### src/rtl/xfer_sched_pkg.sv
package xfer_sched_pkg;
   localparam logic [7:0] OP_REG_RD   = 8'h02;
   localparam logic [7:0] OP_DMA_WR   = 8'h03;
   localparam logic [7:0] OP_DMA_RD   = 8'h04;
   localparam logic [7:0] OP_WR_CLOSE = 8'h07;
   localparam logic [7:0] OP_RD_CLOSE = 8'h08;
   localparam logic [7:0] OP_REG_ACK  = 8'h09;
   localparam logic [7:0] ADR_TXCNT   = 8'h0C;
   localparam logic [7:0] ADR_RXCNT   = 8'h10;

   typedef enum logic [3:0] {
      ST_IDLE, ST_RREQ, ST_RWAIT, ST_RACK, ST_RDMA, ST_REND,
      ST_WREQ, ST_WWAIT, ST_WCHK, ST_WDMA, ST_WEND
   } sched_st_t;
endpackage

### src/rtl/len_delta.sv
module len_delta #(
   parameter int LEN_W = 24,
   parameter int IN_W  = 32
) (
   input  logic [IN_W-1:0]  raw,
   input  logic [LEN_W-1:0] cached,
   output logic [LEN_W-1:0] masked,
   output logic [LEN_W-1:0] delta
);
   if (LEN_W < 2) begin : g_bad_len
      $error("len_delta: LEN_W must be at least 2");
   end

   if (IN_W > LEN_W) begin : g_trim
      assign masked = raw[LEN_W-1:0];
   end else if (IN_W == LEN_W) begin : g_same
      assign masked = raw;
   end else begin : g_pad
      assign masked = {{(LEN_W-IN_W){1'b0}}, raw};
   end

   // modulo 2^LEN_W by width truncation
   assign delta = masked - cached;
endmodule

### src/rtl/len_cache.sv
module len_cache #(
   parameter int W = 24
) (
   input  logic         clk,
   input  logic         rst_n,
   input  logic         load,
   input  logic [W-1:0] d,
   output logic [W-1:0] q
);
   always_ff @(posedge clk or negedge rst_n) begin
      if (!rst_n)    q <= '0;
      else if (load) q <= d;
   end
endmodule

### src/rtl/xfer_sched.sv
module xfer_sched
   import xfer_sched_pkg::*;
#(
   parameter int LEN_W  = 24,
   parameter int REG_W  = 32,
   parameter int NBUF_W = 8
) (
   input  logic              clk,
   input  logic              rst_n,
   input  logic              data_ready,
   input  logic              wr_req,
   input  logic [NBUF_W-1:0] wr_nbuf,
   input  logic [LEN_W-1:0]  max_rx_len,
   output logic              cmd_valid,
   input  logic              cmd_ready,
   output logic [7:0]        cmd_op,
   output logic [7:0]        cmd_addr,
   output logic [LEN_W-1:0]  cmd_len,
   input  logic              rsp_valid,
   input  logic [REG_W-1:0]  rsp_data,
   output logic              rd_done,
   output logic [LEN_W-1:0]  rd_bytes,
   output logic              wr_done
);
   localparam int PAD_W = LEN_W - NBUF_W;

   if (REG_W < LEN_W) begin : g_bad_reg
      $error("xfer_sched: REG_W must be at least LEN_W");
   end
   if (NBUF_W < 1 || NBUF_W >= LEN_W) begin : g_bad_nbuf
      $error("xfer_sched: NBUF_W must lie in 1..LEN_W-1");
   end

   sched_st_t           st;
   logic [REG_W-1:0]    rsp_q;
   logic [NBUF_W-1:0]   nbuf_q;
   logic [NBUF_W-1:0]   left_q;
   logic                rd_done_q, wr_done_q;
   logic [LEN_W-1:0]    rd_bytes_q;
   logic [LEN_W-1:0]    tx_cache, rx_cache;
   logic [LEN_W-1:0]    tx_masked, tx_delta, rx_masked, rx_avail;
   logic                fire, tx_load, rx_load, enough;
   logic [LEN_W-1:0]    nbuf_ext;

   len_delta #(.LEN_W(LEN_W), .IN_W(REG_W)) u_tx_delta (
      .raw(rsp_q), .cached(tx_cache), .masked(tx_masked), .delta(tx_delta));
   len_delta #(.LEN_W(LEN_W), .IN_W(REG_W)) u_rx_delta (
      .raw(rsp_q), .cached(rx_cache), .masked(rx_masked), .delta(rx_avail));

   len_cache #(.W(LEN_W)) u_tx_cache (
      .clk(clk), .rst_n(rst_n), .load(tx_load), .d(tx_masked), .q(tx_cache));
   len_cache #(.W(LEN_W)) u_rx_cache (
      .clk(clk), .rst_n(rst_n), .load(rx_load), .d(rx_cache + nbuf_ext), .q(rx_cache));

   assign nbuf_ext = {{PAD_W{1'b0}}, nbuf_q};
   assign enough   = (rx_avail >= nbuf_ext);
   assign fire     = cmd_valid & cmd_ready;
   assign tx_load  = fire & ((st == ST_REND) | ((st == ST_RACK) & (tx_delta == '0)));
   assign rx_load  = ((st == ST_WCHK) & enough & (nbuf_q == '0))
                   | (fire & (st == ST_WEND) & (left_q == NBUF_W'(1)));

   always_comb begin
      cmd_valid = 1'b1;
      cmd_op    = 8'h00;
      cmd_addr  = 8'h00;
      cmd_len   = '0;
      case (st)
         ST_RREQ: begin cmd_op = OP_REG_RD; cmd_addr = ADR_TXCNT; end
         ST_RACK: cmd_op = OP_REG_ACK;
         ST_RDMA: begin cmd_op = OP_DMA_RD; cmd_len = tx_delta; end
         ST_REND: cmd_op = OP_RD_CLOSE;
         ST_WREQ: begin cmd_op = OP_REG_RD; cmd_addr = ADR_RXCNT; end
         ST_WDMA: begin cmd_op = OP_DMA_WR; cmd_len = max_rx_len; end
         ST_WEND: cmd_op = OP_WR_CLOSE;
         default: cmd_valid = 1'b0;
      endcase
   end

   always_ff @(posedge clk or negedge rst_n) begin
      if (!rst_n) begin
         st         <= ST_IDLE;
         rsp_q      <= '0;
         nbuf_q     <= '0;
         left_q     <= '0;
         rd_done_q  <= 1'b0;
         wr_done_q  <= 1'b0;
         rd_bytes_q <= '0;
      end else begin
         rd_done_q <= 1'b0;
         wr_done_q <= 1'b0;
         case (st)
            ST_IDLE: begin
               if (data_ready) st <= ST_RREQ;
               else if (wr_req) begin
                  st     <= ST_WREQ;
                  nbuf_q <= wr_nbuf;
               end
            end
            ST_RREQ:  if (fire) st <= ST_RWAIT;
            ST_RWAIT: if (rsp_valid) begin
               rsp_q <= rsp_data;
               st    <= ST_RACK;
            end
            ST_RACK: if (fire) begin
               if (tx_delta == '0) begin
                  st         <= ST_IDLE;
                  rd_done_q  <= 1'b1;
                  rd_bytes_q <= '0;
               end else st <= ST_RDMA;
            end
            ST_RDMA: if (fire) st <= ST_REND;
            ST_REND: if (fire) begin
               st         <= ST_IDLE;
               rd_done_q  <= 1'b1;
               rd_bytes_q <= tx_delta;
            end
            ST_WREQ:  if (fire) st <= ST_WWAIT;
            ST_WWAIT: if (rsp_valid) begin
               rsp_q <= rsp_data;
               st    <= ST_WCHK;
            end
            ST_WCHK: begin
               if (!enough) st <= ST_WREQ;
               else if (nbuf_q == '0) begin
                  st        <= ST_IDLE;
                  wr_done_q <= 1'b1;
               end else begin
                  st     <= ST_WDMA;
                  left_q <= nbuf_q;
               end
            end
            ST_WDMA: if (fire) st <= ST_WEND;
            ST_WEND: if (fire) begin
               if (left_q == NBUF_W'(1)) begin
                  st        <= ST_IDLE;
                  wr_done_q <= 1'b1;
               end else begin
                  st     <= ST_WDMA;
                  left_q <= left_q - NBUF_W'(1);
               end
            end
            default: st <= ST_IDLE;
         endcase
      end
   end

   assign rd_done  = rd_done_q;
   assign wr_done  = wr_done_q;
   assign rd_bytes = rd_bytes_q;


   cmd_hold_chk: assert property (@(posedge clk) disable iff (!rst_n)
      (cmd_valid && !cmd_ready) |=> (cmd_valid && $stable(cmd_op) && $stable(cmd_addr) && $stable(cmd_len)));

   done_excl_chk: assert property (@(posedge clk) disable iff (!rst_n)
      !(rd_done && wr_done));

   done_quiet_chk: assert property (@(posedge clk) disable iff (!rst_n)
      (rd_done || wr_done) |-> !cmd_valid);

   no_empty_dma_chk: assert property (@(posedge clk) disable iff (!rst_n)
      (cmd_valid && cmd_op == OP_DMA_RD) |-> (cmd_len != '0));

   buf_len_chk: assert property (@(posedge clk) disable iff (!rst_n)
      (cmd_valid && cmd_op == OP_DMA_WR) |-> (cmd_len == max_rx_len));

   tx_cache_upd_chk: assert property (@(posedge clk) disable iff (!rst_n)
      $rose(rd_done) |-> (tx_cache == tx_masked));
endmodule

### config.mk
export PLATFORM = sky130hd
export DESIGN_NAME = xfer_sched
export DESIGN_NICKNAME = d
export VERILOG_FILES = /design/src/rtl/xfer_sched_pkg.sv /design/src/rtl/len_delta.sv /design/src/rtl/len_cache.sv /design/src/rtl/xfer_sched.sv
export SDC_FILE = /design/constraint.sdc
export NUM_CORES = 1
export LEC_CHECK = 0
export BUFFER_PORTS_ARGS = -buffer_cell sky130_fd_sc_hd__buf_2
export CAP_MARGIN = 15
export CORE_ASPECT_RATIO = 0.5
export CORE_MARGIN = 2
export CORE_UTILIZATION = 50
export DETAILED_ROUTE_END_ITERATION = 7
export MAX_ROUTING_LAYER = met4
export PLACE_DENSITY = 0.82
export SETUP_SLACK_MARGIN = 0.3
export SLEW_MARGIN = 20
export SYNTH_ARGS = -nofsm -noshare
export SYNTH_HDL_FRONTEND = slang
export SYNTH_SLANG_ARGS = --single-unit
### constraint.sdc
create_clock -name clk -period 4 [get_ports clk]
set_clock_uncertainty 0.1 [all_clocks]
set_input_delay 0.8 -clock clk [delete_from_list [all_inputs] [get_ports clk]]
set_output_delay 0.8 -clock clk [all_outputs]
set_load 0.03 [all_outputs]
==> metrics.md, run 1 <==
| Metric | Value |
|---|---|
| Run status | finished with violations |
| Failing checks | setup timing |
| Biggest area contributors in the synthesized netlist | sky130_fd_sc_hd__dfrtp_1 29%, sky130_fd_sc_hd__ha_1 7.9%, sky130_fd_sc_hd__nor2_1 4.3%, sky130_fd_sc_hd__a21oi_1 4.1%, sky130_fd_sc_hd__mux2_2 3.9% |
| Maxcap violations | 0 |
| Nets@finish | about 1,600 |
| Die ar. | 21,600 µm² |
| # diodes | 0 |
| EDFF count, synth | 0 |
| Iter 0 DRT Violations | roughly 1,600 |
| Min cycle time layout | 4.48 ns |
| Synthesis-stage register bit count | 118 |
| Final clock period utilization by the worst path | 1.12 |
| RSZ-0062 raised after global routing | yes |
| Root buffer cell | sky130_fd_sc_hd__clkbuf_16 |
| Iteration count of the initial detailed-routing pass | 7 |
| Weighted congestion at the end of routability-driven global placement | 0.919 |
| Htree depth | 4 |
| Worst hold-check path type | in -> async |
| Antenna violations before repair | 0 |
| Wire length of the first global-routing pass | 54,000 µm |
| Post-Synthesis Cells | 1,240 |
| Die outline height | 105 µm |
| CTS tree | built |
| Most used DFF post-synth | sky130_fd_sc_hd__dfrtp_1 |
| Critical path startpoint | rsp_q[13] |
| Type of the worst setup path | reg -> out |
| Hold buffer count at cts | 0 |
| Count of buffers from port buffering | 119 |
| Area added between synthesis and finish | 37.8% |
| Pre-CTS setup slack | -0.223 ns |
| Area of the core | 19,700 µm² |
| Via/cell ratio | between 6 and 7 |
| Area leader, netlist | sky130_fd_sc_hd__dfrtp_1 |
| GRT Total Usage | 0.322 |
| Remaining routing DRC violations | 0 |
| Worst Path Required | roughly 3.1 ns |
| Kind of start point of the critical path | flip-flop |
| Pin count of the biggest net entering global routing | 65 |
| Hold Fails Final Rpt | 0 |
| Synth warn | 0 |
| Total length of routed wires | 38,000 µm |
| Cts bufs inserted | 17 |
| Cell with the most instances after synthesis | sky130_fd_sc_hd__dfrtp_1 |
| Worst slew pin tran | 1.04 ns |
| Register area share after synthesis | 0.290 |
| Post-detailed-placement half-perimeter wirelength | roughly 22,000 µm |
| Least setup slack across all paths after layout | -0.483 ns |
| Buffer levels on the longest clock path | 2 |
| Width of the die | 206 µm |
| Total number of vias | 11,700 |
| Highest achievable clock rate | 223 MHz |
| Post-Syn Area per Cell | 8.20 µm² |
| Count of antenna-violating nets left after detailed routing | 0 |
| Clock latency on the worst-skew pair | about 0.45 ns |
| Std-Cell Rows | 36 |
| Synth top area share | 0.290 |
| Number of sinks driven by the clock tree | 118 |
| Fraction of final layout cells with drive strength greater than 1 | 0.351 |
| Routed length per placed instance | between 20 and 25 µm |
| Starting utilization of the core area | 0.517 |
| Number of global-route vias before repair | approximately 11,000 |
| Clock Pin Slew Worst Setup and Hold Paths | 0.06 ns |
| Commonest cells in the synthesized netlist | 118 x sky130_fd_sc_hd__dfrtp_1, 117 x sky130_fd_sc_hd__nor2_1, 88 x sky130_fd_sc_hd__inv_1 |
| CP Capture Type | output port |
| Worst-path maximum fanout | 6 |
| Post-route core utilization | 0.712 |
| Number of top-level design ports | around 140 |
| Async set-reset flop share out of synthesis | 1.00 |
| Final sum of negative setup slack | -27.40 ns |
| # setup viols final | 92 |
| Number of slew-limit violations in the final report | 0 |
| Startpoint of the worst-slack reg-to-reg timing path | rsp_q[13] |
| Worst path arrival time | around 3.6 ns |
| Slew headroom | 0.306 |
| Unique cell type count in the Yosys netlist | 75 |
| Combined area of all synthesized cells | 10,200 µm² |
| Sum of overflow across all layers after global routing | 0 |
==> cell families (layout without fill, tap and decap cells) <==
family,after synthesis,in the layout,share of synthesized area
buffers and inverters,184,375,0.0755
XOR/XNOR,36,36,0.0310
flip-flops,118,118,0.290
other,1,9,0.000369
adder cells (fa/ha/maj),67,67,0.0846
AND/OR/NAND/NOR,376,376,0.182
AO/OA/AOI/OAI,415,415,0.289
multiplexers,43,43,0.0466
==> state kept, by name (all words and copies together) (netlist names) <==
name          count
rd_bytes         24
rsp_q            24
u_rx_cache.q     24
u_tx_cache.q     24
left_q            8
nbuf_q            8
st                4
rd_done           1
wr_done           1
==> timing repair <==
item / 4_1_cts / 5_1_grt
endpoints found under the setup margin: 103 / 105
endpoints found under the hold margin: 0 / 0
cloned: 4 / 2
buffers inserted: 35 / 15
resized for setup: 174 / 105
pin swaps: 84 / 62
==> path summary, 6_finish.rpt <==
check	endpoint	cells past startpoint	slack, ns
hold reg to reg	rd_bytes[15]	1	0.41
max in group asynchronous	u_tx_cache.q[12]	2	2.60
setup / recovery	cmd_len[20]	9	-0.48
min in group clk	rd_bytes[15]	1	0.41
hold / removal	nbuf_q[3]	1	0.35
setup reg to reg	u_tx_cache.q[5]	15	-0.48
==> routing by layer <==
| layer | routed length (µm) | GRT usage | vias to the layer above | part of all wire |
|---|---|---|---|---|
| met5 | 0 | - | - | 0 |
| li1 | - | - | 5026 | - |
| met3 | 3890 | 0.0540 | 222 | 0.10 |
| met2 | 17800 | 0.522 | 865 | 0.47 |
| met1 | 14600 | 0.413 | 5576 | 0.39 |
| met4 | 1680 | 0.0992 | 0 | 0.044 |
==> through the flow <==
stage / hold WS [ns] / instances / area (µm²)
after floorplan: 0.397 / 1248 / 10300
after global placement: 0.381 / 1617 / 11400
after detailed placement: 0.384 / 1617 / 11400
after CTS: 0.363 / 1688 / 13300
after global routing: 0.397 / 1705 / 14000
final: 0.347 / 1705 / 14000
==> worst max-delay path, stage by stage (launching register included) <==
cell	delay, ns
sky130_fd_sc_hd__dfrtp_1	0.48
sky130_fd_sc_hd__ha_1	0.50
sky130_fd_sc_hd__a21oi_1	0.29
sky130_fd_sc_hd__o21ai_0	0.26
sky130_fd_sc_hd__o21ai_1	0.48
sky130_fd_sc_hd__nor2_1	0.14
sky130_fd_sc_hd__o41ai_2	0.46
sky130_fd_sc_hd__xnor2_2	0.16
sky130_fd_sc_hd__a22o_2	0.24
sky130_fd_sc_hd__buf_6	0.13
==> cell usage in the layout, fill, tap and decap left out, types with 9 or more instances in the layout <==
| cell | n |
|---|---|
| sky130_fd_sc_hd__dfrtp_1 | 115 |
| sky130_fd_sc_hd__buf_2 | 99 |
| sky130_fd_sc_hd__a31oi_4 | 9 |
| sky130_fd_sc_hd__xor2_1 | 12 |
| sky130_fd_sc_hd__nor2_1 | 111 |
| sky130_fd_sc_hd__a21oi_1 | 75 |
| sky130_fd_sc_hd__a311oi_2 | 22 |
| sky130_fd_sc_hd__a22o_1 | 41 |
| sky130_fd_sc_hd__mux2_2 | 35 |
| sky130_fd_sc_hd__nand4_1 | 14 |
| sky130_fd_sc_hd__nand3_2 | 12 |
| sky130_fd_sc_hd__a21o_1 | 16 |
| sky130_fd_sc_hd__or4_1 | 17 |
| sky130_fd_sc_hd__o22ai_1 | 19 |
| sky130_fd_sc_hd__o21ai_0 | 35 |
| sky130_fd_sc_hd__inv_1 | 82 |
| sky130_fd_sc_hd__ha_1 | 49 |
| sky130_fd_sc_hd__buf_6 | 41 |
| sky130_fd_sc_hd__nand2_1 | 67 |
| sky130_fd_sc_hd__ha_4 | 10 |
| sky130_fd_sc_hd__or3_1 | 9 |
| sky130_fd_sc_hd__nor4_1 | 16 |
| sky130_fd_sc_hd__conb_1 | 9 |
| sky130_fd_sc_hd__nand3_1 | 27 |
| sky130_fd_sc_hd__nand2b_1 | 12 |
| sky130_fd_sc_hd__xnor2_1 | 12 |
| sky130_fd_sc_hd__clkbuf_16 | 19 |
| sky130_fd_sc_hd__buf_4 | 100 |
| sky130_fd_sc_hd__a31oi_1 | 24 |
| sky130_fd_sc_hd__o21a_1 | 17 |
| sky130_fd_sc_hd__nor3_1 | 27 |
| sky130_fd_sc_hd__o211ai_1 | 19 |
| sky130_fd_sc_hd__a211oi_1 | 12 |
==> cell type report <==
type	count	area [µm²]
Fill cell	1284	5670
Multi-Input combinational cell	946	7760
Clock inverter	15	171
Clock buffer	17	425
Inverter	88	335
Sequential cell	118	2960
Timing Repair Buffer	255	2040
Tap cell	266	333
Power of run 1 is left out: the tool's default activity adds up to more than one toggle a clock period on the data nets, which glitch-free logic cannot reach.
==> inputs of run 2 (changes only) <==
--- a/config.mk
+++ b/config.mk
@@ -13,6 +13,7 @@
 export DETAILED_ROUTE_END_ITERATION = 7
 export MAX_ROUTING_LAYER = met4
 export PLACE_DENSITY = 0.82
+export REMOVE_ABC_BUFFERS = 1
 export SETUP_SLACK_MARGIN = 0.3
 export SLEW_MARGIN = 20
 export SYNTH_ARGS = -nofsm -noshare
==> metrics.md, run 2 (synthesis results as in run 1) <==
| Metric | Value |
|---|---|
| Die outline height | 105 µm (unchanged) |
| RSZ-0062 raised after global routing | yes (unchanged) |
| Number of top-level design ports | 137 (unchanged) |
| Kind of start point of the critical path | flip-flop (unchanged) |
| Clock Pin Slew Worst Setup and Hold Paths | 0.06 ns (about the same) |
| Min cycle time layout | 4.41 ns (was 4.48 ns) |
| Least setup slack across all paths after layout | -0.406 ns (was -0.483 ns) |
| Worst hold-check path type | in -> async (unchanged) |
| Slowest library cell on the worst path | sky130_fd_sc_hd__dfrtp_1 (was sky130_fd_sc_hd__ha_1) |
| Multi-input combinational cell area | 7620 µm² (was 7760 µm²) |
| Post-route core utilization | 0.708 (was 0.712) |
| Routed length per placed instance | 21.0 µm (was 22.3 µm) |
| Total number of vias | 11,200 (was 11,700) |
| Worst slew pin tran | 1.10 ns (was 1.04 ns) |
| Area added between synthesis and finish | 37.1% (was 37.8%) |
| CTS tree | built (unchanged) |
| CP Capture Type | flip-flop (was output port) |
| Remaining routing DRC violations | 0 (unchanged) |
| Width of the die | 206 µm (unchanged) |
| # setup viols final | 93 (was 92) |
| Slew headroom | 0.258 (was 0.306) |
| Nets@finish | 1,561 (was 1,563) |
| Std-Cell Rows | 36 (unchanged) |
| Worst path buffer plus inverter count | 7 (was 1) |
| Iteration count of the initial detailed-routing pass | 7 (unchanged) |
| Hold buffer count at cts | 0 (unchanged) |
| Number of global-route vias before repair | 10,300 (was 10,600) |
| Htree depth | 4 (unchanged) |
| Failing checks | setup timing (unchanged) |
| Register area | 2960 µm² (about the same) |
| Wire length of the first global-routing pass | 54,100 µm (was 54,000 µm) |
| Iter 0 DRT Violations | 1,634 (was 1,648) |
| Count of buffers from port buffering | 119 (unchanged) |
| Die ar. | 21,600 µm² (unchanged) |
| Clock latency on the worst-skew pair | 0.45 ns (about the same) |
| Count of antenna-violating nets left after detailed routing | 0 (unchanged) |
| Total length of routed wires | 35,800 µm (was 38,000 µm) |
| # diodes | 0 (unchanged) |
| Cells traversed along the worst timing path | inv_2 > buf_6 > ha_4 > inv_2 > fa_2 > a21o_1 > a311o_1 > buf_4 > buf_8 > a31oi_4 > xnor2_2 > nand4bb_1 > nor4_2 > and4b_2 > nand4_1 > buf_4 > buf_6 > a31o_1 > a311oi_1 (was ha_1 > a21oi_1 > o21ai_0 > o21ai_1 > nor2_1 > o41ai_2 > xnor2_2 > a22o_2 > buf_6) |
| Starting utilization of the core area | 0.517 (unchanged) |
| GRT Total Usage | 0.324 (was 0.322) |
| Cts bufs inserted | 17 (unchanged) |
| Type of the worst setup path | reg -> reg (was reg -> out) |
| Most frequent cells in the layout | 113 x sky130_fd_sc_hd__nor2_1, 112 x sky130_fd_sc_hd__dfrtp_1, 101 x sky130_fd_sc_hd__buf_2 (was 115 x sky130_fd_sc_hd__dfrtp_1, 111 x sky130_fd_sc_hd__nor2_1, 100 x sky130_fd_sc_hd__buf_4) |
| Post-detailed-placement half-perimeter wirelength | 22,100 µm (was 22,400 µm) |
| Number of slew-limit violations in the final report | 0 (unchanged) |
| Weighted congestion at the end of routability-driven global placement | 0.930 (was 0.919) |
| Worst-path maximum fanout | 5 (was 6) |
| Antenna violations before repair | 0 (unchanged) |
| Maxcap violations | 0 (unchanged) |
| Highest achievable clock rate | 227 MHz (was 223 MHz) |
| Slowest stage delay, CP | 0.39 ns (was 0.50 ns) |
| Number of sinks driven by the clock tree | 118 (unchanged) |
| Via/cell ratio | 6.55 (was 6.86) |
| Most common cell after layout, fill and taps aside | sky130_fd_sc_hd__nor2_1 (was sky130_fd_sc_hd__dfrtp_1) |
| Run status | finished with violations (unchanged) |
| Final clock period utilization by the worst path | 1.10 (was 1.12) |
| Sum of overflow across all layers after global routing | 0 (unchanged) |
| Fraction of final layout cells with drive strength greater than 1 | 0.345 (was 0.351) |
| Total of fill cells in the finished design | 1,278 (was 1,284) |
| Pin count of the biggest net entering global routing | 66 (was 65) |
| Cell family contributing the most delay on the critical path | compound AO/OA/AOI/OAI gates (unchanged) |
| Area of the core | 19,700 µm² (unchanged) |
| Hold Fails Final Rpt | 0 (unchanged) |
| Worst Path Required | 4.24 ns (was 3.10 ns) |
| Buffer levels on the longest clock path | 2 (unchanged) |
| Tightest hold margin | 0.356 ns (was 0.347 ns) |
| Worst path arrival time | 4.64 ns (was 3.58 ns) |
| Root buffer cell | sky130_fd_sc_hd__clkbuf_16 (unchanged) |
run 2: cell types whose count changed in the layout (fill, tap and decap cells not counted), sizes merged:
cell      delta
clkinvlp     +1
clkinv       -1
bufinv       +3
inv          -5
run 2: path summary, 6_finish.rpt:
| kind | start | endpoint | slack [ns] | cells past startpoint |
|---|---|---|---|---|
| max reg2reg | rsp_q[0] | u_tx_cache.q[4] | -0.41 | 19 |
| min | rst_n | nbuf_q[7] | 0.36 | 1 |
| max | rsp_q[0] | u_tx_cache.q[4] | -0.41 | 19 |
| min reg2reg | rd_bytes[4] | rd_bytes[4] | 0.39 | 1 |
| min in group clk | rd_bytes[4] | rd_bytes[4] | 0.39 | 1 |
| max in group asynchronous | rst_n | u_rx_cache.q[16] | 2.67 | 2 |
run 2: layout make-up:
cell class	count	area share
tap	266	0.0239
timing repair buffer	253	0.146
inverter	88	0.0241
clock inverter	13	0.0145
clock buffer	19	0.0325
sequential	118	0.212
multi-input combinational	946	0.547
run 2: timing repair:
| item | CTS | global route |
|---|---|---|
| gates resized for setup | 230 | 66 |
| setup endpoints to repair | 104 | 106 |
| pin swaps | 103 | 50 |
| setup buffers | 26 | 17 |
| cloned | 5 | 0 |
run 2: metal layers:
layer	GRT usage	share of wire	vias to the layer above
met1	0.416	0.41	5384
li1	-	-	5019
met4	0.102	0.032	0
met3	0.0580	0.088	120
met5	-	0	-
met2	0.519	0.47	635
run 2: metrics by stage:
| step | TNS (ns) | instance area [µm²] | worst slack, ns | std cells |
|---|---|---|---|---|
| after floorplan | -12.12 | 9760 | -0.776 | 1152 |
| after global placement | -5.09 | 11400 | -0.153 | 1623 |
| after detailed placement | -9.23 | 11400 | -0.188 | 1623 |
| after CTS | -0.619 | 13500 | -0.0836 | 1686 |
| after global routing | -27.40 | 13900 | -0.504 | 1703 |
| final | -15.50 | 13900 | -0.406 | 1703 |
Power of run 2 is left out for the same reason.
